--- config.mk ---
export PLATFORM = sky130hd
export DESIGN_NAME = sdram_bringup
export DESIGN_NICKNAME = d
export VERILOG_FILES = /design/src/rtl/sdram_bringup_pkg.sv /design/src/rtl/bringup_timer.sv /design/src/rtl/bringup_refcnt.sv /design/src/rtl/bringup_modeword.sv /design/src/rtl/sdram_bringup.sv
export SDC_FILE = /design/constraint.sdc
export NUM_CORES = 1
export LEC_CHECK = 0
export CAP_MARGIN = 30
export CORE_MARGIN = 2
export CORE_UTILIZATION = 57
export CTS_CLUSTER_DIAMETER = 40
export DETAILED_ROUTE_END_ITERATION = 8
export PLACE_DENSITY = 0.84
export REMOVE_ABC_BUFFERS = 1
export SYNTH_ARGS = -nofsm -noshare
export SYNTH_HDL_FRONTEND = slang
export SYNTH_SLANG_ARGS = --single-unit
--- constraint.sdc ---
create_clock -name clk -period 2.95 [get_ports clk]
set_clock_uncertainty 0.1 [all_clocks]
set_input_delay 0.59 -clock clk [delete_from_list [all_inputs] [get_ports clk]]
set_output_delay 0.59 -clock clk [all_outputs]
set_load 0.03 [all_outputs]
--- src/rtl/sdram_bringup_pkg.sv ---
package sdram_bringup_pkg;

    // Strobe encodings on {cs_n, ras_n, cas_n, we_n}
    typedef enum logic [3:0] {
        CMD_NOP = 4'b0111,
        CMD_PRE = 4'b0010,
        CMD_REF = 4'b0001,
        CMD_MRS = 4'b0000
    } cmd_e;

    typedef enum logic [2:0] {
        ST_STABLE   = 3'd0,
        ST_PRE_WAIT = 3'd1,
        ST_REF_WAIT = 3'd2,
        ST_MRS_WAIT = 3'd3,
        ST_DONE     = 3'd4
    } phase_e;

    // Round a nanosecond interval up to whole clock cycles, at least one
    function automatic int unsigned ns_to_cyc(input int unsigned ns, input int unsigned mhz);
        int unsigned c;
        c = (ns * mhz + 999) / 1000;
        return (c == 0) ? 1 : c;
    endfunction

    function automatic int unsigned at_least_one(input int unsigned v);
        return (v == 0) ? 1 : v;
    endfunction

    // Burst-length field code; unsupported lengths map to full page
    function automatic int unsigned burst_code(input int unsigned len);
        case (len)
            1:       return 0;
            2:       return 1;
            4:       return 2;
            8:       return 3;
            default: return 7;
        endcase
    endfunction

endpackage

--- src/rtl/bringup_timer.sv ---
module bringup_timer #(
    parameter int unsigned CNT_W     = 16,
    parameter int unsigned RESET_VAL = 100
) (
    input  logic             clk,
    input  logic             rst_n,
    input  logic             load,
    input  logic [CNT_W-1:0] load_val,
    output logic             expired
);
    logic [CNT_W-1:0] cnt_d, cnt_q;

    always_comb begin
        cnt_d = cnt_q;
        if (load)
            cnt_d = load_val;
        else if (cnt_q != '0)
            cnt_d = cnt_q - 1'b1;
    end

    always_ff @(posedge clk) begin
        if (!rst_n)
            cnt_q <= CNT_W'(RESET_VAL);
        else
            cnt_q <= cnt_d;
    end

    assign expired = (cnt_q == '0);
endmodule

--- src/rtl/bringup_refcnt.sv ---
module bringup_refcnt #(
    parameter int unsigned COUNT = 8
) (
    input  logic clk,
    input  logic rst_n,
    input  logic step,
    output logic none_left
);
    localparam int unsigned RW = $clog2(COUNT + 1);

    logic [RW-1:0] left_d, left_q;

    always_comb begin
        left_d = left_q;
        if (step && left_q != '0)
            left_d = left_q - 1'b1;
    end

    always_ff @(posedge clk) begin
        if (!rst_n)
            left_q <= RW'(COUNT);
        else
            left_q <= left_d;
    end

    assign none_left = (left_q == '0);
endmodule

--- src/rtl/bringup_modeword.sv ---
module bringup_modeword #(
    parameter int unsigned ADDR_W      = 13,
    parameter int unsigned BURST_LEN   = 4,
    parameter bit          BURST_INTLV = 1'b0,
    parameter int unsigned CAS_LAT     = 3,
    parameter int unsigned ALLBANK_BIT = 10
) (
    output logic [ADDR_W-1:0] mode_word,
    output logic [ADDR_W-1:0] pre_word
);
    import sdram_bringup_pkg::*;

    localparam logic [2:0] BL_FIELD = 3'(burst_code(BURST_LEN));
    localparam logic [2:0] CL_FIELD = 3'(CAS_LAT);

    always_comb begin
        mode_word      = '0;
        mode_word[2:0] = BL_FIELD;
        mode_word[3]   = BURST_INTLV;
        mode_word[6:4] = CL_FIELD;
    end

    always_comb begin
        pre_word              = '0;
        pre_word[ALLBANK_BIT] = 1'b1;
    end
endmodule

--- src/rtl/sdram_bringup.sv ---
module sdram_bringup #(
    parameter int unsigned CLK_MHZ     = 100,
    parameter int unsigned STABLE_US   = 200,
    parameter int unsigned TRP_NS      = 20,
    parameter int unsigned TRC_NS      = 70,
    parameter int unsigned TRSC_CLK    = 2,
    parameter int unsigned REFRESH_CNT = 8,
    parameter int unsigned BURST_LEN   = 4,
    parameter bit          BURST_INTLV = 1'b0,
    parameter int unsigned CAS_LAT     = 3,
    parameter int unsigned ADDR_W      = 13,
    parameter int unsigned BANK_W      = 2
) (
    input  logic              clk,
    input  logic              rst_n,
    output logic              cke,
    output logic              cs_n,
    output logic              ras_n,
    output logic              cas_n,
    output logic              we_n,
    output logic [BANK_W-1:0] ba,
    output logic [ADDR_W-1:0] addr,
    output logic              init_done
);
    import sdram_bringup_pkg::*;

    localparam int unsigned STABLE_CYC = at_least_one(STABLE_US * CLK_MHZ);
    localparam int unsigned TRP_CYC    = ns_to_cyc(TRP_NS, CLK_MHZ);
    localparam int unsigned TRC_CYC    = ns_to_cyc(TRC_NS, CLK_MHZ);
    localparam int unsigned TRSC_CYC   = at_least_one(TRSC_CLK);
    localparam int unsigned GAP_MAX    = (TRP_CYC > TRC_CYC)
                                       ? ((TRP_CYC > TRSC_CYC) ? TRP_CYC : TRSC_CYC)
                                       : ((TRC_CYC > TRSC_CYC) ? TRC_CYC : TRSC_CYC);
    localparam int unsigned WAIT_MAX   = (STABLE_CYC > GAP_MAX) ? STABLE_CYC : GAP_MAX;
    localparam int unsigned CNT_W      = $clog2(WAIT_MAX + 1);

    typedef struct packed {
        phase_e            phase;
        logic              cke;
        cmd_e              cmd;
        logic [BANK_W-1:0] ba;
        logic [ADDR_W-1:0] addr;
        logic              done;
    } ctl_t;

    localparam ctl_t CTL_RESET = '{
        phase: ST_STABLE,
        cke:   1'b1,
        cmd:   CMD_NOP,
        ba:    '0,
        addr:  '0,
        done:  1'b0
    };

    ctl_t ctl_d, ctl_q;

    logic             tmr_load;
    logic [CNT_W-1:0] tmr_val;
    logic             tmr_expired;
    logic             ref_step;
    logic             ref_none_left;
    logic [ADDR_W-1:0] mode_word;
    logic [ADDR_W-1:0] pre_word;

    bringup_timer #(
        .CNT_W     (CNT_W),
        .RESET_VAL (STABLE_CYC)
    ) u_timer (
        .clk      (clk),
        .rst_n    (rst_n),
        .load     (tmr_load),
        .load_val (tmr_val),
        .expired  (tmr_expired)
    );

    bringup_refcnt #(
        .COUNT (REFRESH_CNT)
    ) u_refcnt (
        .clk       (clk),
        .rst_n     (rst_n),
        .step      (ref_step),
        .none_left (ref_none_left)
    );

    bringup_modeword #(
        .ADDR_W      (ADDR_W),
        .BURST_LEN   (BURST_LEN),
        .BURST_INTLV (BURST_INTLV),
        .CAS_LAT     (CAS_LAT),
        .ALLBANK_BIT (10)
    ) u_modeword (
        .mode_word (mode_word),
        .pre_word  (pre_word)
    );

    always_comb begin
        ctl_d      = ctl_q;
        ctl_d.cke  = 1'b1;
        ctl_d.cmd  = CMD_NOP;
        ctl_d.ba   = '0;
        ctl_d.addr = '0;
        tmr_load   = 1'b0;
        tmr_val    = '0;
        ref_step   = 1'b0;

        case (ctl_q.phase)
            ST_STABLE: begin
                if (tmr_expired) begin
                    ctl_d.cmd   = CMD_PRE;
                    ctl_d.addr  = pre_word;
                    tmr_load    = 1'b1;
                    tmr_val     = CNT_W'(TRP_CYC - 1);
                    ctl_d.phase = ST_PRE_WAIT;
                end
            end
            ST_PRE_WAIT: begin
                if (tmr_expired) begin
                    ctl_d.cmd   = CMD_REF;
                    tmr_load    = 1'b1;
                    tmr_val     = CNT_W'(TRC_CYC - 1);
                    ref_step    = 1'b1;
                    ctl_d.phase = ST_REF_WAIT;
                end
            end
            ST_REF_WAIT: begin
                if (tmr_expired) begin
                    tmr_load = 1'b1;
                    if (!ref_none_left) begin
                        ctl_d.cmd = CMD_REF;
                        tmr_val   = CNT_W'(TRC_CYC - 1);
                        ref_step  = 1'b1;
                    end else begin
                        ctl_d.cmd   = CMD_MRS;
                        ctl_d.addr  = mode_word;
                        tmr_val     = CNT_W'(TRSC_CYC - 1);
                        ctl_d.phase = ST_MRS_WAIT;
                    end
                end
            end
            ST_MRS_WAIT: begin
                if (tmr_expired) begin
                    ctl_d.done  = 1'b1;
                    ctl_d.phase = ST_DONE;
                end
            end
            ST_DONE: begin
                ctl_d.done = 1'b1;
            end
            default: begin
                ctl_d.phase = ST_STABLE;
            end
        endcase
    end

    always_ff @(posedge clk) begin
        if (!rst_n)
            ctl_q <= CTL_RESET;
        else
            ctl_q <= ctl_d;
    end

    assign cke       = ctl_q.cke;
    assign cs_n      = ctl_q.cmd[3];
    assign ras_n     = ctl_q.cmd[2];
    assign cas_n     = ctl_q.cmd[1];
    assign we_n      = ctl_q.cmd[0];
    assign ba        = ctl_q.ba;
    assign addr      = ctl_q.addr;
    assign init_done = ctl_q.done;
endmodule

-- Word-level counts from Yosys, hierarchy flattened
Index checks and enable logic that the tools add are counted.
- muxes and demuxes: 29
- reduce and logical (&&, ||, !) cells: 11
- bitwise gates (word level): 1
- equality and inequality tests: 9
- $add $sub $neg: 2
- operator list (operator ; count):
    15-bit one-hot mux with 3 select lines ; 1
    3-bit 2-to-1 mux ; 11
    15-bit 2-to-1 mux ; 2
    13-bit one-hot mux with 2 select lines ; 1
    15-bit zero test ; 1
    3-bit one-hot mux with 5 select lines ; 1
    15-bit nonzero test ; 1
    15-bit by 1-bit subtractor with 15-bit output (second input constant) ; 1
    6-bit 2-to-1 mux ; 2
    11-bit 2-to-1 mux ; 1
    2-bit != test (second input constant) ; 5
    3-bit one-hot mux with 3 select lines ; 1
    1-bit 2-to-1 mux ; 7
    3-bit by 2-bit == test with 1-bit output (second input constant) ; 2
    6-bit AND reduction ; 1
    4-bit zero test ; 1
    1-bit one-hot mux with 2 select lines ; 2
    2-bit nonzero test ; 2
    4-bit nonzero test ; 1
    4-bit by 1-bit subtractor with 4-bit output (second input constant) ; 1
    3-bit by 1-bit == test with 1-bit output (second input constant) ; 1
    3-bit == test (second input constant) ; 1
    3-bit zero test ; 1
    3-bit OR reduction ; 1
    other kinds (3) ; 3
- register bits: 43
- bits of input ports: 2

-- Logic depth before layout (Yosys ltp)
- depth after elaboration: 5
- depth in mapped cells: 7
- mapped depth without buffers: 6

-- Hierarchy
A second synthesis with hierarchy kept.
- cell total of the unflattened synthesis: 273
- area total of the unflattened synthesis: 2262.2 µm²
- modules (own cells, without submodules) (module ; cells each ; area an instance (µm²) ; instances ; seq. area each (µm²)):
    sdram_bringup ; 110 ; 953.4 ; 1 ; 400.4
    bringup_timer ; 113 ; 894.6 ; 1 ; 300.3
    bringup_refcnt ; 22 ; 211.5 ; 1 ; 80.1
    bringup_modeword ; 28 ; 202.7 ; 1 ; 0.0

-- Least setup slack after synthesis
OpenSTA, ideal clock, no wires.
- kind: reg-to-reg
- from: register u_timer.cnt_q[0]
- to: register u_timer.cnt_q[10]
- clock period less this slack: 1900 ps
- path buffers: 0
- path slack: 1050 ps
- cell stages (with the launch flop): 7
- arrival: 1677 ps
- data required time: 2727 ps
- setup time: 123 ps
- cells stage by stage: dfxtp_1 inv_1 ha_1 nor3b_1 and2_1 a2111oi_0 mux2_1
- longest elaborated chain between the ends: 4
- elaborated cells between the ends (all ways): 8
- those cells by class: 1 x add/sub; 4 x mux; 3 x reduce/logical
- ends and longest elaborated chain (element ; RTL line ; RTL):
    start, declared ; bringup_timer.sv:11 ; logic [CNT_W-1:0] cnt_d, cnt_q;
    start signal, assigned ; bringup_timer.sv:23 ; cnt_q <= CNT_W'(RESET_VAL);
    start signal, assigned ; bringup_timer.sv:25 ; cnt_q <= cnt_d;
    parallel branches: the longest is 4 deep, another holds 15-bit by 1-bit subtractor with 15-bit output ; -- ;
Several ways; the timed one is not identified. The select of a mux whose other input is x is not followed.
A chain may end at the register's enable or synchronous reset.

-- Worst setup path after layout
- from: register u_timer.cnt_q[9]
- to: register ctl_q[22] in the netlist's numbering
- longest elaborated chain between the ends: 3
- elaborated cells between the ends (all ways): 6
- those cells by class: 4 x eq/ne; 2 x reduce/logical
- ends and longest elaborated chain (element ; RTL line ; RTL):
    15-bit zero test * ; bringup_timer.sv:28 ; assign expired = (cnt_q == '0);
    2-bit != test (no line) ; -- ;
    6-bit AND reduction (no line) * ; -- ;
    end signal, assigned ; sdram_bringup.sv:159 ; ctl_q <= ctl_d;
    end, declared ; sdram_bringup.sv:55 ; ctl_t ctl_d, ctl_q;
Mark *: on every way between the ends. The rest lies on a longest branch, timed or not.

==> summary.log <==
[status] outcome completed
[clocking] number of instances resized during post-cts repair 0
[global_routing] antenna violations before repair 0
[setup_path] R2R cell count 4
[drt] post-DR wirelength/cell 13.3 um
[drt] total number of vias 1233
[clocking] Clock Path Buffers 2
[timing] Tcrit/Tclk final 0.834
[worst_hold_path] Hold Path Origin init_done
[global_routing] wire length of the first global-routing pass 4710 um
[power_and_ir_drop] power dissipated by switching net loads 0.213 mW
[drt] routed wire length 2840 um
[drt] remaining design rule violation count 0
[power_and_ir_drop] Static Leakage 0.572 nW
[setup_path] Setup CP Type reg2reg
[power_and_ir_drop] Flop pwr share 0.602
[timing] minimum clock period 2460 ps
[power_and_ir_drop] overall power after layout 0.699 mW
[floorplanning] height of the chip 55.5 um
[setup_path] Crit. End Element register
[finish] nets@finish 192
[floorplanning] area of the core 0.00250 sq mm
[place] weighted congestion reported at the end of routability-driven placement 0.776
[setup_path] worst setup slack for register-to-register paths 490 ps
[setup_path] worst flop-to-flop path endpoint ctl_q[22]
[drt] Pre-antenna DRT Iters 5
[finish] layout cell share with drive strength beyond 1 0.0598
[global_routing] aggregate global-route resource usage 0.190
[logic_synthesis] Synth cell types 45
[timing] Final setup viols 0
[global_routing] maximum number of pins on one net before global-route repair 16
[job] total of max-cap violations 0
[setup_path] delay of the slowest cell on the worst path 690 ps
[global_routing] remaining global-route overflow 0
[logic_synthesis] Synth Register Bits 28
[worst_hold_path] worst min-delay path endpoint init_done
[logic_synthesis] async set-reset flop share out of synthesis 0
[timing] fmax 0.406 GHz
[clocking] clk root buf clkbuf_4
[power_and_ir_drop] switching part of the total 0.305
[finish] area growth from synthesis to final layout 3.40%
[drt] Iter 0 DRT Violations 31
[clocking] sinks on the clock net 28
[power_and_ir_drop] fraction of power consumed by combinational cells 0.164
[clocking] total number of H-tree levels 1
[floorplanning] Starting Density 0.604
[finish] register area 561 sq um
[clocking] clock latency of the later-clocked register in the worst-skew pair 340 ps
[power_and_ir_drop] cell internal power dissipation 0.486 mW
[power_and_ir_drop] power share of the clock group 0.234
[logic_synthesis] post-synthesis instance total 182
[logic_synthesis] largest cells by area after synthesis dfxtp_1, buf_4, nand2_1
[setup_path] top fanout value on the critical path 15
[finish] area of combinational cells with multiple inputs 797 sq um
[logic_synthesis] prevailing post-synth register cell dfxtp_1
[setup_path] CP Data Arrival Time 2650 ps
[logic_synthesis] count leader, synth dfxtp_1
[logic_synthesis] count of yosys warnings during synthesis 0
[clocking] Worst-path clk slew 150 ps
[logic_synthesis] area of the mapped netlist 0.00151 sq mm
[logic_synthesis] Synth area leader dfxtp_1
[setup_path] startpoint of the worst register-to-register path u_timer.cnt_q[9]
[setup_path] cell with the biggest individual delay on the critical path nor4_1
[place] I/O Buffers 9
[finish] n_diodes 0
[logic_synthesis] most common library cells after synthesis dfxtp_1, nand2_1, buf_4, a21oi_1, nor2_1
[clocking] number of setup buffers added after CTS 0
[timing] total count of hold-check failures in the final report 0
[logic_synthesis] synthesized area per cell 8.29 sq um
[worst_hold_path] path type of the worst min-delay path reg2reg
[floorplanning] area enclosed by the die boundary 0.00307 sq mm
[clocking] TritonCTS buffer count 3
[power_and_ir_drop] worst vdd ir 340 uV
[logic_synthesis] number of enable-type register cells in the synthesized netlist 0
[floorplanning] # rows 18
[logic_synthesis] post-synthesis sequential area ratio 0.371
[clocking] TritonCTS clock tree yes
[finish] Filler cells 207
[clocking] cts hold-fix bufs 0
[drt] Routed Antenna Nets 0
[setup_path] data required time of the worst path 3140 ps
[place] half-perimeter wire length after placement 2110 um
[floorplanning] I/O Pins 23
[timing] Worst Max-Slew Pin Slew 782 ps
[timing] Max-slew headroom 0.474
[logic_synthesis] portion of synthesized cell area occupied by the leading cell type 0.371
[timing] RSZ-0062 raised after global routing false
[power_and_ir_drop] power density over the cells 448 mW/mm^2
[timing] setup TNS after final layout 0 ps
[drt] number of vias per cell after detailed routing 5.76
[floorplanning] die width 55.5 um
[global_routing] via count of the first global-routing pass 1061
[timing] final number of max-transition violations 0
[setup_path] startpoint kind of the worst setup timing path register
[setup_path] worst path cell trace nor4_1, nand4_1, or3_1, a21oi_1
[worst_hold_path] Min-Delay Path Depth 1
-- logic make-up after synthesis --
kind of cell / Yosys count / synth area share
simple gates: 78 / 0.289
buf+inv: 32 / 0.128
compound gates: 31 / 0.129
flops: 28 / 0.371
fa+ha+maj: 4 / 0.0332
mux: 4 / 0.0274
xor+xnor: 3 / 0.0174
other cells: 2 / 0.00498
-- layout by cell type (no fill, tap or decap), types with 2 or more instances in the layout --
cell type,count
and2_1,3
nor2_1,12
dfxtp_1,28
nand3b_1,3
a21oi_1,12
and3_1,2
o21a_1,2
mux2i_1,3
nand3_1,3
nand4b_1,2
nor3b_1,2
xor2_1,2
or4_1,4
nor3_1,6
o21ai_0,5
or3_1,4
buf_4,3
nand2_1,19
o31ai_1,2
ha_1,4
nand4_1,2
inv_1,7
nor4_1,5
a211oi_1,3
conb_1,13
nand2b_1,5
clkbuf_4,3
clkdlybuf4s50_1,9
-- how the worst max path moves through the flow --
| stage | from | end | slack [ps] | cells past startpoint |
|---|---|---|---|---|
| 5_1_grt | u_timer.cnt_q[8] | ctl_q[23] | 330 | 4 |
| 6_report | u_timer.cnt_q[9] | ctl_q[22] | 490 | 4 |
| 3_3_place_gp | u_timer.cnt_q[8] | ctl_q[22] | 740 | 4 |
| 4_1_cts | u_timer.cnt_q[9] | ctl_q[22] | 580 | 4 |
| 3_5_place_dp | u_timer.cnt_q[8] | ctl_q[22] | 590 | 4 |
| 2_1_floorplan | u_timer.cnt_q[8] | ctl_q[22] | 990 | 4 |
-- state kept, by name (all words and copies together), names as in the netlist --
name,cells
u_timer.cnt_q,15
u_refcnt.left_q,4
ctl_q,3
addr,2
cas_n,1
init_done,1
ras_n,1
we_n,1
-- power by group through the flow --
stage	Clock, mW	Sequential (mW)	Combinational (mW)
after global routing	0.178	0.425	0.126
after floorplan	0	0.422	0.0879
after detailed placement	0	0.428	0.113
after CTS	0.166	0.420	0.114
final	0.163	0.421	0.115
after global placement	0	0.426	0.108
-- stage by stage --
stage               cells   util  setup slack, ps  hold slack [ps]  instance area (sq um)
floorplan             169      -              991              346                   1390
global placement      211  0.615              740              350                   1540
detailed placement    211  0.615              595              362                   1540
CTS                   214  0.624              584              397                   1560
global route          214  0.624              329              418                   1560
finish                214  0.624              489              390                   1560
-- metal layers --
layer  track usage  part of all wire  vias up
met1         0.237              0.45      577
met5             0                 0        -
met2         0.323              0.49       39
met3        0.0422             0.049        5
met4        0.0627             0.012        0
li1              -                 -      612
-- worst max-delay path, delay by kind of cell, from the launching register on --
family	cells	cell delay [ps]
compound gates	1	140
simple gates	3	1800
flops	1	370
-- final cells by class --
| type | instances | area share |
|---|---|---|
| multi-input combinational | 133 | 0.511 |
| timing repair buffer | 12 | 0.0722 |
| inverter | 8 | 0.0192 |
| clock buffer | 3 | 0.0144 |
| tap | 30 | 0.0241 |
| sequential | 28 | 0.359 |
Note: power is estimated with default switching activity, not from simulation.
